**config.mk**
```make
export PLATFORM = sky130hd
export DESIGN_NAME = iram_bank_stack
export DESIGN_NICKNAME = d
export VERILOG_FILES = /design/src/rtl/iram_pkg.sv /design/src/rtl/iram_store.sv /design/src/rtl/iram_addr_res.sv /design/src/rtl/iram_bit_map.sv /design/src/rtl/iram_sp.sv /design/src/rtl/iram_bank_stack.sv
export SDC_FILE = /design/constraint.sdc
export NUM_CORES = 2
export LEC_CHECK = 0
export ABC_AREA = 1
export BUFFER_PORTS_ARGS = -buffer_cell sky130_fd_sc_hd__buf_2
export CORE_MARGIN = 2
export CORE_UTILIZATION = 25
export CTS_CLUSTER_DIAMETER = 80
export DETAILED_ROUTE_END_ITERATION = 12
export PLACE_DENSITY = 0.42
export SLEW_MARGIN = 20
export SYNTH_ARGS = -nofsm -noshare
export SYNTH_HDL_FRONTEND = slang
export SYNTH_SLANG_ARGS = --single-unit
export TNS_END_PERCENT = 50
```
**constraint.sdc**
```tcl
create_clock -name clk -period 2.95 [get_ports clk]
set_clock_uncertainty 0.15 [all_clocks]
set_input_delay 0.295 -clock clk [delete_from_list [all_inputs] [get_ports clk]]
set_output_delay 0.295 -clock clk [all_outputs]
set_load 0.01 [all_outputs]
```
**src/rtl/iram_pkg.sv**
```systemverilog
package iram_pkg;

   typedef enum logic [2:0] {
      OP_IDLE = 3'd0,
      OP_RD   = 3'd1,
      OP_WR   = 3'd2,
      OP_BSET = 3'd3,
      OP_BCLR = 3'd4,
      OP_BRD  = 3'd5,
      OP_PUSH = 3'd6,
      OP_POP  = 3'd7
   } iram_op_e;

   typedef enum logic [1:0] {
      AM_REG  = 2'd0,
      AM_DIR  = 2'd1,
      AM_IND  = 2'd2,
      AM_DIR2 = 2'd3
   } iram_mode_e;

endpackage

```
**src/rtl/iram_store.sv**
```systemverilog
module iram_store #(
   parameter int DEPTH          = 128,
   parameter int DW             = 8,
   parameter bit CLEAR_ON_RESET = 1'b1,
   localparam int AW            = $clog2(DEPTH)
) (
   input  logic          clk,
   input  logic          rst,
   input  logic          we,
   input  logic [AW-1:0] waddr,
   input  logic [DW-1:0] wdata,
   input  logic [AW-1:0] raddr_a,
   output logic [DW-1:0] rdata_a,
   input  logic [AW-1:0] raddr_b,
   output logic [DW-1:0] rdata_b
);

   logic [DW-1:0] cells [DEPTH];

   for (genvar i = 0; i < DEPTH; i++) begin : g_cell
      logic [DW-1:0] q;
      logic          hit;
      assign hit = we && (waddr == AW'(i));
      if (CLEAR_ON_RESET) begin : g_clr
         always_ff @(posedge clk) begin
            if (rst)      q <= '0;
            else if (hit) q <= wdata;
         end
      end else begin : g_keep
         always_ff @(posedge clk) begin
            if (hit) q <= wdata;
         end
      end
      assign cells[i] = q;
   end

   assign rdata_a = cells[raddr_a];
   assign rdata_b = cells[raddr_b];

endmodule

```
**src/rtl/iram_addr_res.sv**
```systemverilog
module iram_addr_res #(
   parameter int AW     = 7,
   parameter int IN_W   = 8,
   parameter int DW     = 8,
   parameter int BANK_W = 2,
   parameter int REG_W  = 3
) (
   input  logic [1:0]        mode,
   input  logic [BANK_W-1:0] bank,
   input  logic [IN_W-1:0]   addr,
   input  logic [DW-1:0]     ptr_val,
   output logic [AW-1:0]     ptr_idx,
   output logic [AW-1:0]     ea
);
   import iram_pkg::*;

   localparam int GRP_W = BANK_W + REG_W;

   logic [GRP_W-1:0] reg_loc;
   logic [GRP_W-1:0] ptr_loc;

   assign reg_loc = {bank, addr[REG_W-1:0]};
   assign ptr_loc = {bank, {(REG_W-1){1'b0}}, addr[0]};
   assign ptr_idx = AW'(ptr_loc);

   always_comb begin
      case (iram_mode_e'(mode))
         AM_REG:  ea = AW'(reg_loc);
         AM_IND:  ea = ptr_val[AW-1:0];
         default: ea = addr[AW-1:0];
      endcase
   end

endmodule

```
**src/rtl/iram_bit_map.sv**
```systemverilog
module iram_bit_map #(
   parameter int AW        = 7,
   parameter int IN_W      = 8,
   parameter int DW        = 8,
   parameter int BIT_BASE  = 32,
   parameter int BIT_BYTES = 16
) (
   input  logic [IN_W-1:0]         bit_addr,
   output logic [AW-1:0]           byte_idx,
   output logic [$clog2(DW)-1:0]   bit_sel
);

   localparam int SEL_W = $clog2(DW);
   localparam int IDX_W = $clog2(BIT_BYTES * DW);
   localparam int OFF_W = IDX_W - SEL_W;

   logic [OFF_W-1:0] off;

   assign bit_sel  = bit_addr[SEL_W-1:0];
   assign off      = bit_addr[IDX_W-1:SEL_W];
   assign byte_idx = AW'(BIT_BASE) + AW'(off);

endmodule

```
**src/rtl/iram_sp.sv**
```systemverilog
module iram_sp #(
   parameter int SPW      = 8,
   parameter int SP_RESET = 7
) (
   input  logic           clk,
   input  logic           rst,
   input  logic           push,
   input  logic           pop,
   output logic [SPW-1:0] sp,
   output logic [SPW-1:0] sp_inc
);

   logic [SPW-1:0] sp_q;

   assign sp_inc = sp_q + SPW'(1);
   assign sp     = sp_q;

   always_ff @(posedge clk) begin
      if (rst)       sp_q <= SPW'(SP_RESET);
      else if (push) sp_q <= sp_inc;
      else if (pop)  sp_q <= sp_q - SPW'(1);
   end

endmodule

```
**src/rtl/iram_bank_stack.sv**
```systemverilog
module iram_bank_stack #(
   parameter int DEPTH          = 128,
   parameter int DW             = 8,
   parameter int IN_W           = 8,
   parameter int NBANKS         = 4,
   parameter int REGS           = 8,
   parameter int BIT_BASE       = 32,
   parameter int BIT_BYTES      = 16,
   parameter int SPW            = 8,
   parameter int SP_RESET       = 7,
   parameter bit CLEAR_ON_RESET = 1'b1,
   localparam int BANK_W        = $clog2(NBANKS)
) (
   input  logic              clk,
   input  logic              rst,
   input  logic [2:0]        op_i,
   input  logic [1:0]        mode_i,
   input  logic [BANK_W-1:0] bank_i,
   input  logic [IN_W-1:0]   addr_i,
   input  logic [DW-1:0]     wdata_i,
   output logic [DW-1:0]     rdata_o,
   output logic              rbit_o,
   output logic [SPW-1:0]    sp_o
);
   import iram_pkg::*;

   localparam int AW    = $clog2(DEPTH);
   localparam int REG_W = $clog2(REGS);
   localparam int SEL_W = $clog2(DW);

   if ((1 << AW) != DEPTH) begin : g_chk_depth
      $error("DEPTH must be a power of two");
   end
   if (NBANKS * REGS > BIT_BASE) begin : g_chk_banks
      $error("register groups overlap the bit window");
   end
   if (BIT_BASE + BIT_BYTES > DEPTH) begin : g_chk_bits
      $error("bit window exceeds memory");
   end
   if (SPW < AW || IN_W <= AW) begin : g_chk_widths
      $error("pointer or address input narrower than memory index");
   end

   iram_op_e         op;
   logic [DW-1:0]    ptr_val;
   logic [AW-1:0]    ptr_idx;
   logic [AW-1:0]    ea;
   logic [AW-1:0]    bit_byte;
   logic [SEL_W-1:0] bit_sel;
   logic [SPW-1:0]   sp;
   logic [SPW-1:0]   sp_inc;
   logic [AW-1:0]    rd_addr;
   logic [DW-1:0]    rd_val;
   logic             we;
   logic [AW-1:0]    waddr;
   logic [DW-1:0]    wval;
   logic [DW-1:0]    bit_mask;
   logic [DW-1:0]    rdata_q;
   logic             rbit_q;

   assign op = iram_op_e'(op_i);

   iram_addr_res #(
      .AW(AW), .IN_W(IN_W), .DW(DW), .BANK_W(BANK_W), .REG_W(REG_W)
   ) u_res (
      .mode    (mode_i),
      .bank    (bank_i),
      .addr    (addr_i),
      .ptr_val (ptr_val),
      .ptr_idx (ptr_idx),
      .ea      (ea)
   );

   iram_bit_map #(
      .AW(AW), .IN_W(IN_W), .DW(DW), .BIT_BASE(BIT_BASE), .BIT_BYTES(BIT_BYTES)
   ) u_bits (
      .bit_addr (addr_i),
      .byte_idx (bit_byte),
      .bit_sel  (bit_sel)
   );

   iram_sp #(
      .SPW(SPW), .SP_RESET(SP_RESET)
   ) u_sp (
      .clk    (clk),
      .rst    (rst),
      .push   (op == OP_PUSH),
      .pop    (op == OP_POP),
      .sp     (sp),
      .sp_inc (sp_inc)
   );

   always_comb begin
      case (op)
         OP_BSET, OP_BCLR, OP_BRD: rd_addr = bit_byte;
         OP_POP:                   rd_addr = sp[AW-1:0];
         default:                  rd_addr = ea;
      endcase
   end

   assign bit_mask = DW'(1) << bit_sel;

   always_comb begin
      we    = 1'b0;
      waddr = ea;
      wval  = wdata_i;
      case (op)
         OP_WR: we = 1'b1;
         OP_BSET: begin
            we    = 1'b1;
            waddr = bit_byte;
            wval  = rd_val | bit_mask;
         end
         OP_BCLR: begin
            we    = 1'b1;
            waddr = bit_byte;
            wval  = rd_val & ~bit_mask;
         end
         OP_PUSH: begin
            we    = 1'b1;
            waddr = sp_inc[AW-1:0];
         end
         default: we = 1'b0;
      endcase
   end

   iram_store #(
      .DEPTH(DEPTH), .DW(DW), .CLEAR_ON_RESET(CLEAR_ON_RESET)
   ) u_store (
      .clk     (clk),
      .rst     (rst),
      .we      (we),
      .waddr   (waddr),
      .wdata   (wval),
      .raddr_a (rd_addr),
      .rdata_a (rd_val),
      .raddr_b (ptr_idx),
      .rdata_b (ptr_val)
   );

   always_ff @(posedge clk) begin
      if (rst) begin
         rdata_q <= '0;
         rbit_q  <= 1'b0;
      end else begin
         if (op == OP_RD || op == OP_POP) rdata_q <= rd_val;
         if (op == OP_BRD)                rbit_q  <= rd_val[bit_sel];
      end
   end

   assign rdata_o = rdata_q;
   assign rbit_o  = rbit_q;
   assign sp_o    = sp;

endmodule

```
== Word-level counts from Yosys, hierarchy flattened ==
Cells that the tools add are included.

* Register bits: 1041
* Input port bits: 25
* Output and inout bits: 17
* Logic and storage cells: 428

* Add/subtract/negate cells: 3
* Order comparisons: 3
* Equal/unequal tests: 135
* Shifts and indexed selects: 1
* Muxes and demuxes: 15
* Bitwise gates (word level): 5
* Reduce and logical (&&, ||, !) cells: 135

{| class="wikitable"
|+ Operators by type and width
! kind !! count
|-
| equality test 7 bit (second input constant) || 64
|-
| equality test 7 x 6 -> 1 bit (second input constant) || 32
|-
| logical AND 1 bit || 128
|-
| binary-select mux 8 bit (select 7 bit) || 2
|-
| equality test 7 x 5 -> 1 bit (second input constant) || 16
|-
| equality test 7 x 4 -> 1 bit (second input constant) || 8
|-
| case mux 7 bit (2 select lines) || 3
|-
| two-way mux 8 bit || 4
|-
| equality test 7 x 3 -> 1 bit (second input constant) || 4
|-
| >= comparator 8 bit (second input constant) || 2
|-
| case mux 8 bit (2 select lines) || 1
|-
| equality test 7 x 2 -> 1 bit (second input constant) || 2
|-
| two-way mux 7 bit || 2
|-
| equality test 3 bit (second input constant) || 4
|-
| adder 8 x 1 -> 8 bit (second input constant) || 1
|-
| bitwise AND 8 bit || 1
|-
| inverter 5 -> 8 bit || 1
|-
| inverter 7 -> 8 bit || 1
|-
| inverter 8 bit || 1
|-
| OR 8 bit || 1
|-
| left shift 1 x 3 -> 8 bit (first input constant) || 1
|-
| subtractor 8 x 1 -> 8 bit (second input constant) || 1
|-
| adder 6 x 4 -> 7 bit (first input constant) || 1
|-
| equality test 7 x 1 -> 1 bit (second input constant) || 1
|-
| other kinds (13) || 15
|}

== Longest topological paths before layout ==
* Depth after elaboration: 12
* Gate-level depth with buffers: 28
* Mapped depth without buffers: 23

== Cells and area by module ==
A second synthesis with hierarchy kept.

* Cell total of the unflattened synthesis: 9693
* Area, all modules: 57938.1 µm²

{| class="wikitable"
|+ By module, submodules not included
! module !! instances !! cells an instance !! area an instance (µm²) !! sequential area each (µm²)
|-
| iram_store || 1 || 9351 || 56020.0 || 20499.7
|-
| iram_bank_stack || 1 || 188 || 1021.0 || 180.2
|-
| iram_sp || 1 || 106 || 645.6 || 160.2
|-
| iram_addr_res || 1 || 36 || 168.9 || 0.0
|-
| iram_bit_map || 1 || 12 || 82.6 || 0.0
|}

== Worst setup path after synthesis ==
OpenSTA, ideal clock, no wires.

* Path kind: input to register
* From: input addr_i[0]
* To: register u_store.g_cell[104].q[2]
* Arrival: 2969 ps
* Data required time: 2685 ps
* Slack: -284 ps
* Stages: 27
* Cells stage by stage: buf_2 > inv_1 > buf_2 > o21ai_0 > a21oi_1 > o21ai_0 > nand3_1 > nand2_1 > inv_1 > nand2_1 > nand2_1 > buf_4 > buf_2 > buf_1 > nand3_1 > nand3_1 > nand3_1 > nand2_1 > nand2_1 > nand2_1 > o21ai_1 > nand2_1 > buf_6 > buf_6 > nand3_1 > o211ai_1 > inv_2

* Cells in the longest elaborated chain, start to end: 12
* Elaborated cells between the ends (all ways): 18
* Those cells by class: eq/ne (1); shift (1); mux (10); bitwise (5); reduce/logical (1)

{| class="wikitable"
|+ RTL lines
! what !! RTL line !! source
|-
| start: declaration || iram_bank_stack.sv:19 || <nowiki>input logic [IN_W-1:0] addr_i,</nowiki>
|-
| inverter 5 -> 8 bit (not written as such) || iram_store.sv:38 || <nowiki>assign rdata_b = cells[raddr_b];</nowiki>
|-
| binary-select mux 8 bit (select 7 bit) || iram_store.sv:38 ||
|-
| two-way mux 7 bit (not written as such) (2 in a row) || iram_store.sv:38 ||
|-
| case mux 7 bit (2 select lines) || iram_addr_res.sv:27 || <nowiki>case (iram_mode_e'(mode))</nowiki>
|-
| case mux 7 bit (2 select lines) || iram_bank_stack.sv:94 || <nowiki>case (op)</nowiki>
|-
| inverter 7 -> 8 bit (not written as such) || iram_store.sv:37 || <nowiki>assign rdata_a = cells[raddr_a];</nowiki>
|-
| binary-select mux 8 bit (select 7 bit) || iram_store.sv:37 ||
|-
| two-way mux 8 bit (not written as such) (2 in a row) || iram_store.sv:37 ||
|-
| bitwise AND 8 bit or OR 8 bit (tied branches) || iram_bank_stack.sv:117, iram_bank_stack.sv:112 ||
|-
| case mux 8 bit (2 select lines) || iram_bank_stack.sv:107 || <nowiki>case (op)</nowiki>
|-
| end signal: assignment || iram_store.sv:27 || <nowiki>else if (hit) q <= wdata;</nowiki>
|-
| end: declaration || iram_store.sv:21 || <nowiki>logic [DW-1:0] q;</nowiki>
|}

Parallel ways exist; a longest one is shown, timed or not. The select of a mux whose other input is x is not followed.
A chain may end at the register's enable or synchronous reset.

== Worst setup path after layout ==
* From: register u_store.g_cell[17].q[0]
* To: register u_store.g_cell[85].q[7]

* Cells in the longest elaborated chain, start to end: 11
* Elaborated cells between the ends (all ways): 15
* Those cells by class: eq/ne (1); mux (10); bitwise (3); reduce/logical (1)

{| class="wikitable"
|+ RTL lines
! what !! RTL line
|-
| start: declaration || iram_store.sv:21
|-
| start signal: assignment || iram_store.sv:27
|-
| binary-select mux 8 bit (select 7 bit) (*) || iram_store.sv:38
|-
| two-way mux 7 bit (not written as such) (*) (2 in a row) || iram_store.sv:38
|-
| case mux 7 bit (2 select lines) (*) || iram_addr_res.sv:27
|-
| case mux 7 bit (2 select lines) || iram_bank_stack.sv:94
|-
| inverter 7 -> 8 bit (not written as such) || iram_store.sv:37
|-
| binary-select mux 8 bit (select 7 bit) || iram_store.sv:37
|-
| two-way mux 8 bit (not written as such) (2 in a row) || iram_store.sv:37
|-
| bitwise AND 8 bit or OR 8 bit (tied branches) || iram_bank_stack.sv:117, iram_bank_stack.sv:112
|-
| case mux 8 bit (2 select lines) || iram_bank_stack.sv:107
|-
| end signal: assignment || iram_store.sv:27
|-
| end: declaration || iram_store.sv:21
|}

Mark *: on every way between the ends. The rest lies on a longest branch, timed or not. The select of a mux whose other input is x is not followed.

==> results.md <==
* Switching portion of total power at 32.3%
* First-pass GRT wire length at 342 mm
* Row count at 169
* Chip Height at 464 um
* Final Max Tran Viols at 0
* WL final at 239 mm
* HPWL Detailed at 151 mm
* Asr flop ratio synth at 0%
* CP startpoint kind: flip-flop
* Area added between synthesis and finish at 31.6%
* Ys Warns at 0
* Core footprint at 0.211 sq mm
* Starting Density at 25.1%
* Status: complete, but fails checks
* Unrepaired setup endpoints after global routing: true
* Setup tns final at -717.77 ns
* Combinational fraction of design power at 22.4%
* DP Area at 0.0626 sq mm
* Clock Power Share at 40.1%
* Highest-count cells in the layout ignoring fill and taps: nor2_1, inv_1, nand2_1, nand3_1, dfxtp_1
* Tot Pwr at 0.0381 W
* Pwr per Cell Area at 546 mW/mm^2
* Slew headroom at 25.2%
* WHS at 0.0715 ns
* Most used DFF post-synth: dfxtp_1
* Hold Path Class: input pin to flip-flop
* Crit path DAT at 4.30 ns
* Placer congestion estimate at 0.878
* CP Cell Sequence: inv_1 -> nand2_2 -> nand3_2 -> nand3_1 -> nand2_2 -> nand3_4 -> nand2_8 -> buf_16 -> buf_4 -> buf_12 -> nand2_1 -> nand3_1 -> nand3_1 -> nand3_1 -> nand3_1 -> nand3_1 -> nand3_4 -> nand2_2 -> o21ai_2 -> nand2_4 -> buf_16 -> o21ai_0 -> inv_1
* Worst path slowest cell: dfxtp_4
* Post-synth EDFFs at 0
* Register area share after synthesis at 39.3%
* Clock-pin slew of the registers on the worst-case setup and hold paths at 0.06 ns
* Maximum vdd drop at 0.531 mV
* Fmax at 264 MHz
* CTS root buf: clkbuf_16
* Layout cell share with drive strength beyond 1 at 17.6%
* Leading cell type in the layout, fill and taps excluded: nor2_1
* Final hold vios at 0
* Syn Nets at 8,365
* Max clock buf depth at 3
* Seq pwr share at 37.4%
* Worst Max-Slew Pin Slew at 1.11 ns
* Int Pwr at 0.0258 W
* ANT nets after route at 0
* CP bufs+invs at 6
* Min cycle time layout at 3.79 ns
* P_sw at 0.0123 W
* Area of the mapped netlist at 0.0530 sq mm
* Gr usage total at 20.7%
* Global route overflow at 0
* Residual DRC count at 0
* Avg Cell Area, Syn at 6.36 sq um
* Syn Inst Count at 8,338
* Vias per cell at 4.74
* Initial antenna violation count at 10
* Most common cell on crit path: nand3_1
* Initial DRC count at 5,140
* Critical path fanouts, max at 38
* Area contributors post-synth: dfxtp_1, nand3_1, nor2_1, inv_1, nand2_1
* Synth unique cells at 36
* # fillers at 23,000
* LEAKAGE at 33.5 nW
* Clock latency on the worst-skew pair at 0.80 ns
* H-tree depth at 3
* Clock Sinks at 1,041
* Vias in the first global route at 51,700
* Pre-antenna DRT Iters at 6
* Num CTS Buffers at 120
* Post-layout instance area at 0.0698 sq mm
* Max-cap check violation count at 0
* TritonCTS clock tree: yes
* Dpl ws at -1.44 ns
* Worst Setup Slack, final at -0.838 ns
* CP top delay family: simple AND/OR/NAND/NOR gates
* Die X-Extent at 464 um
* Critical setup path kind: flip-flop to flip-flop
* Fin crit share at 128%
* CP max stage delay at 0.37 ns
* WL/cell at 20.5 um
* Setup violators final at 1,033
* CP Data Required Time at 3.46 ns
* Via count at 55,400
* Post-synthesis register bit count at 1,041
* Port Buffers at 40
* I/O pin cnt at 42
* Synth area leader: dfxtp_1
* Failing checks: setup timing
* Element type at the critical path end: flip-flop
* Full die area at 0.216 sq mm
* Nets at 8,786
* Yosys top cell area share at 39.3%
* Largest net degree at the start of global routing at 122
## per-layer routing
layer | vias to the layer above | part of all wire (%) | track usage (%)
met3 | 365 | 5.6 | 2.56
li1 | 27100 | - | -
met1 | 26200 | 45 | 28.1
met4 | 0 | 3.7 | 6.67
met2 | 1641 | 45 | 33.9
met5 | - | 0 | 0
## registers in the layout (all words and copies together), names as in the netlist
signal            count
rbit_o                1
u_store.g_cell.q   1024
u_sp.sp               8
rdata_o               8
## per-stage QoR
step	utilization (%)	instances
detailed placement	29.6	11400
global placement	29.6	11400
finish	33.0	11700
global route	33.0	11700
CTS	32.1	11600
floorplan	-	8338
## area by class of cell
type | count | area [sq um] | share of cell area (%)
Antenna cell | 1 | 2.50 | 0.00359
Clock buffer | 183 | 3570 | 5.12
Clock inverter | 36 | 357 | 0.511
Inverter | 1403 | 5320 | 7.63
Multi-Input combinational cell | 5283 | 26000 | 37.2
Sequential cell | 1041 | 20800 | 29.9
Tap cell | 2821 | 3530 | 5.06
Timing Repair Buffer | 910 | 10200 | 14.6
## tightest hold or removal path: cells and delay by family
family                 cells  cell delay [ns]
buffers and inverters      3             0.42
and+or+nand+nor            1             0.08
AOI/OAI and AO/OA          2             0.16
## cell families (layout without fill, tap and decap cells)
logic type                 count (synthesis)  in the layout  share of synthesized area, %
other                                      0              1                             0
adders and majority gates                  2              2                        0.0472
AOI/OAI and AO/OA                       1223           1223                          13.3
DFF                                     1041           1041                          39.3
buffers and inverters                   2017           2532                          15.3
and+or+nand+nor                         4055           4058                          32.1
## worst paths after layout
check | from | to | slack (ns) | cells after the start
worst max-delay path | u_store.g_cell[17].q[0]$_SDFFE_PP0P_ | u_store.g_cell[85].q[7]$_SDFFE_PP0P_ | -0.84 | 23
worst min register to register | u_store.g_cell[83].q[2]$_SDFFE_PP0P_ | u_store.g_cell[83].q[2]$_SDFFE_PP0P_ | 0.35 | 2
worst max register to register | u_store.g_cell[17].q[0]$_SDFFE_PP0P_ | u_store.g_cell[85].q[7]$_SDFFE_PP0P_ | -0.84 | 23
worst min-delay path | op_i[0] | u_sp.sp[2]$_SDFFE_PP1P_ | 0.07 | 6
## Yosys cell counts (2+ instances only)
master / count
nor2_1: 1497
nand3_1: 1357
inv_1: 1270
nand2_1: 1175
dfxtp_1: 1041
o21ai_0: 659
clkbuf_1: 377
o211ai_1: 339
a21oi_1: 157
buf_2: 129
inv_2: 116
buf_1: 47
o21ai_1: 46
buf_6: 37
buf_4: 24
clkinv_1: 16
nor2_2: 7
nor3_1: 7
o21bai_1: 6
nand2_2: 4
a22oi_1: 3
nand3_2: 3
o21ai_2: 3
a31oi_1: 2
ha_1: 2
nand2_4: 2
o221ai_1: 2
o22ai_1: 2
## power groups by stage
stage	clock (W)	combinational [W]	sequential [W]
after floorplan	0	0.00340	0.0146
after global placement	0	0.00711	0.0146
after global routing	0.0162	0.00892	0.0143
after detailed placement	0	0.00709	0.0146
after CTS	0.0157	0.00772	0.0143
final	0.0153	0.00856	0.0143
## timing repair
action,in CTS,in global routing
hold buffers,8,0
endpoints found under the hold margin,43,0
buffers inserted,15,42
pin swaps,7,19
gates cloned,15,28
gates resized for setup,160,264
endpoints found under the setup margin,1033,1033
Power figures use the tool's default switching activity.
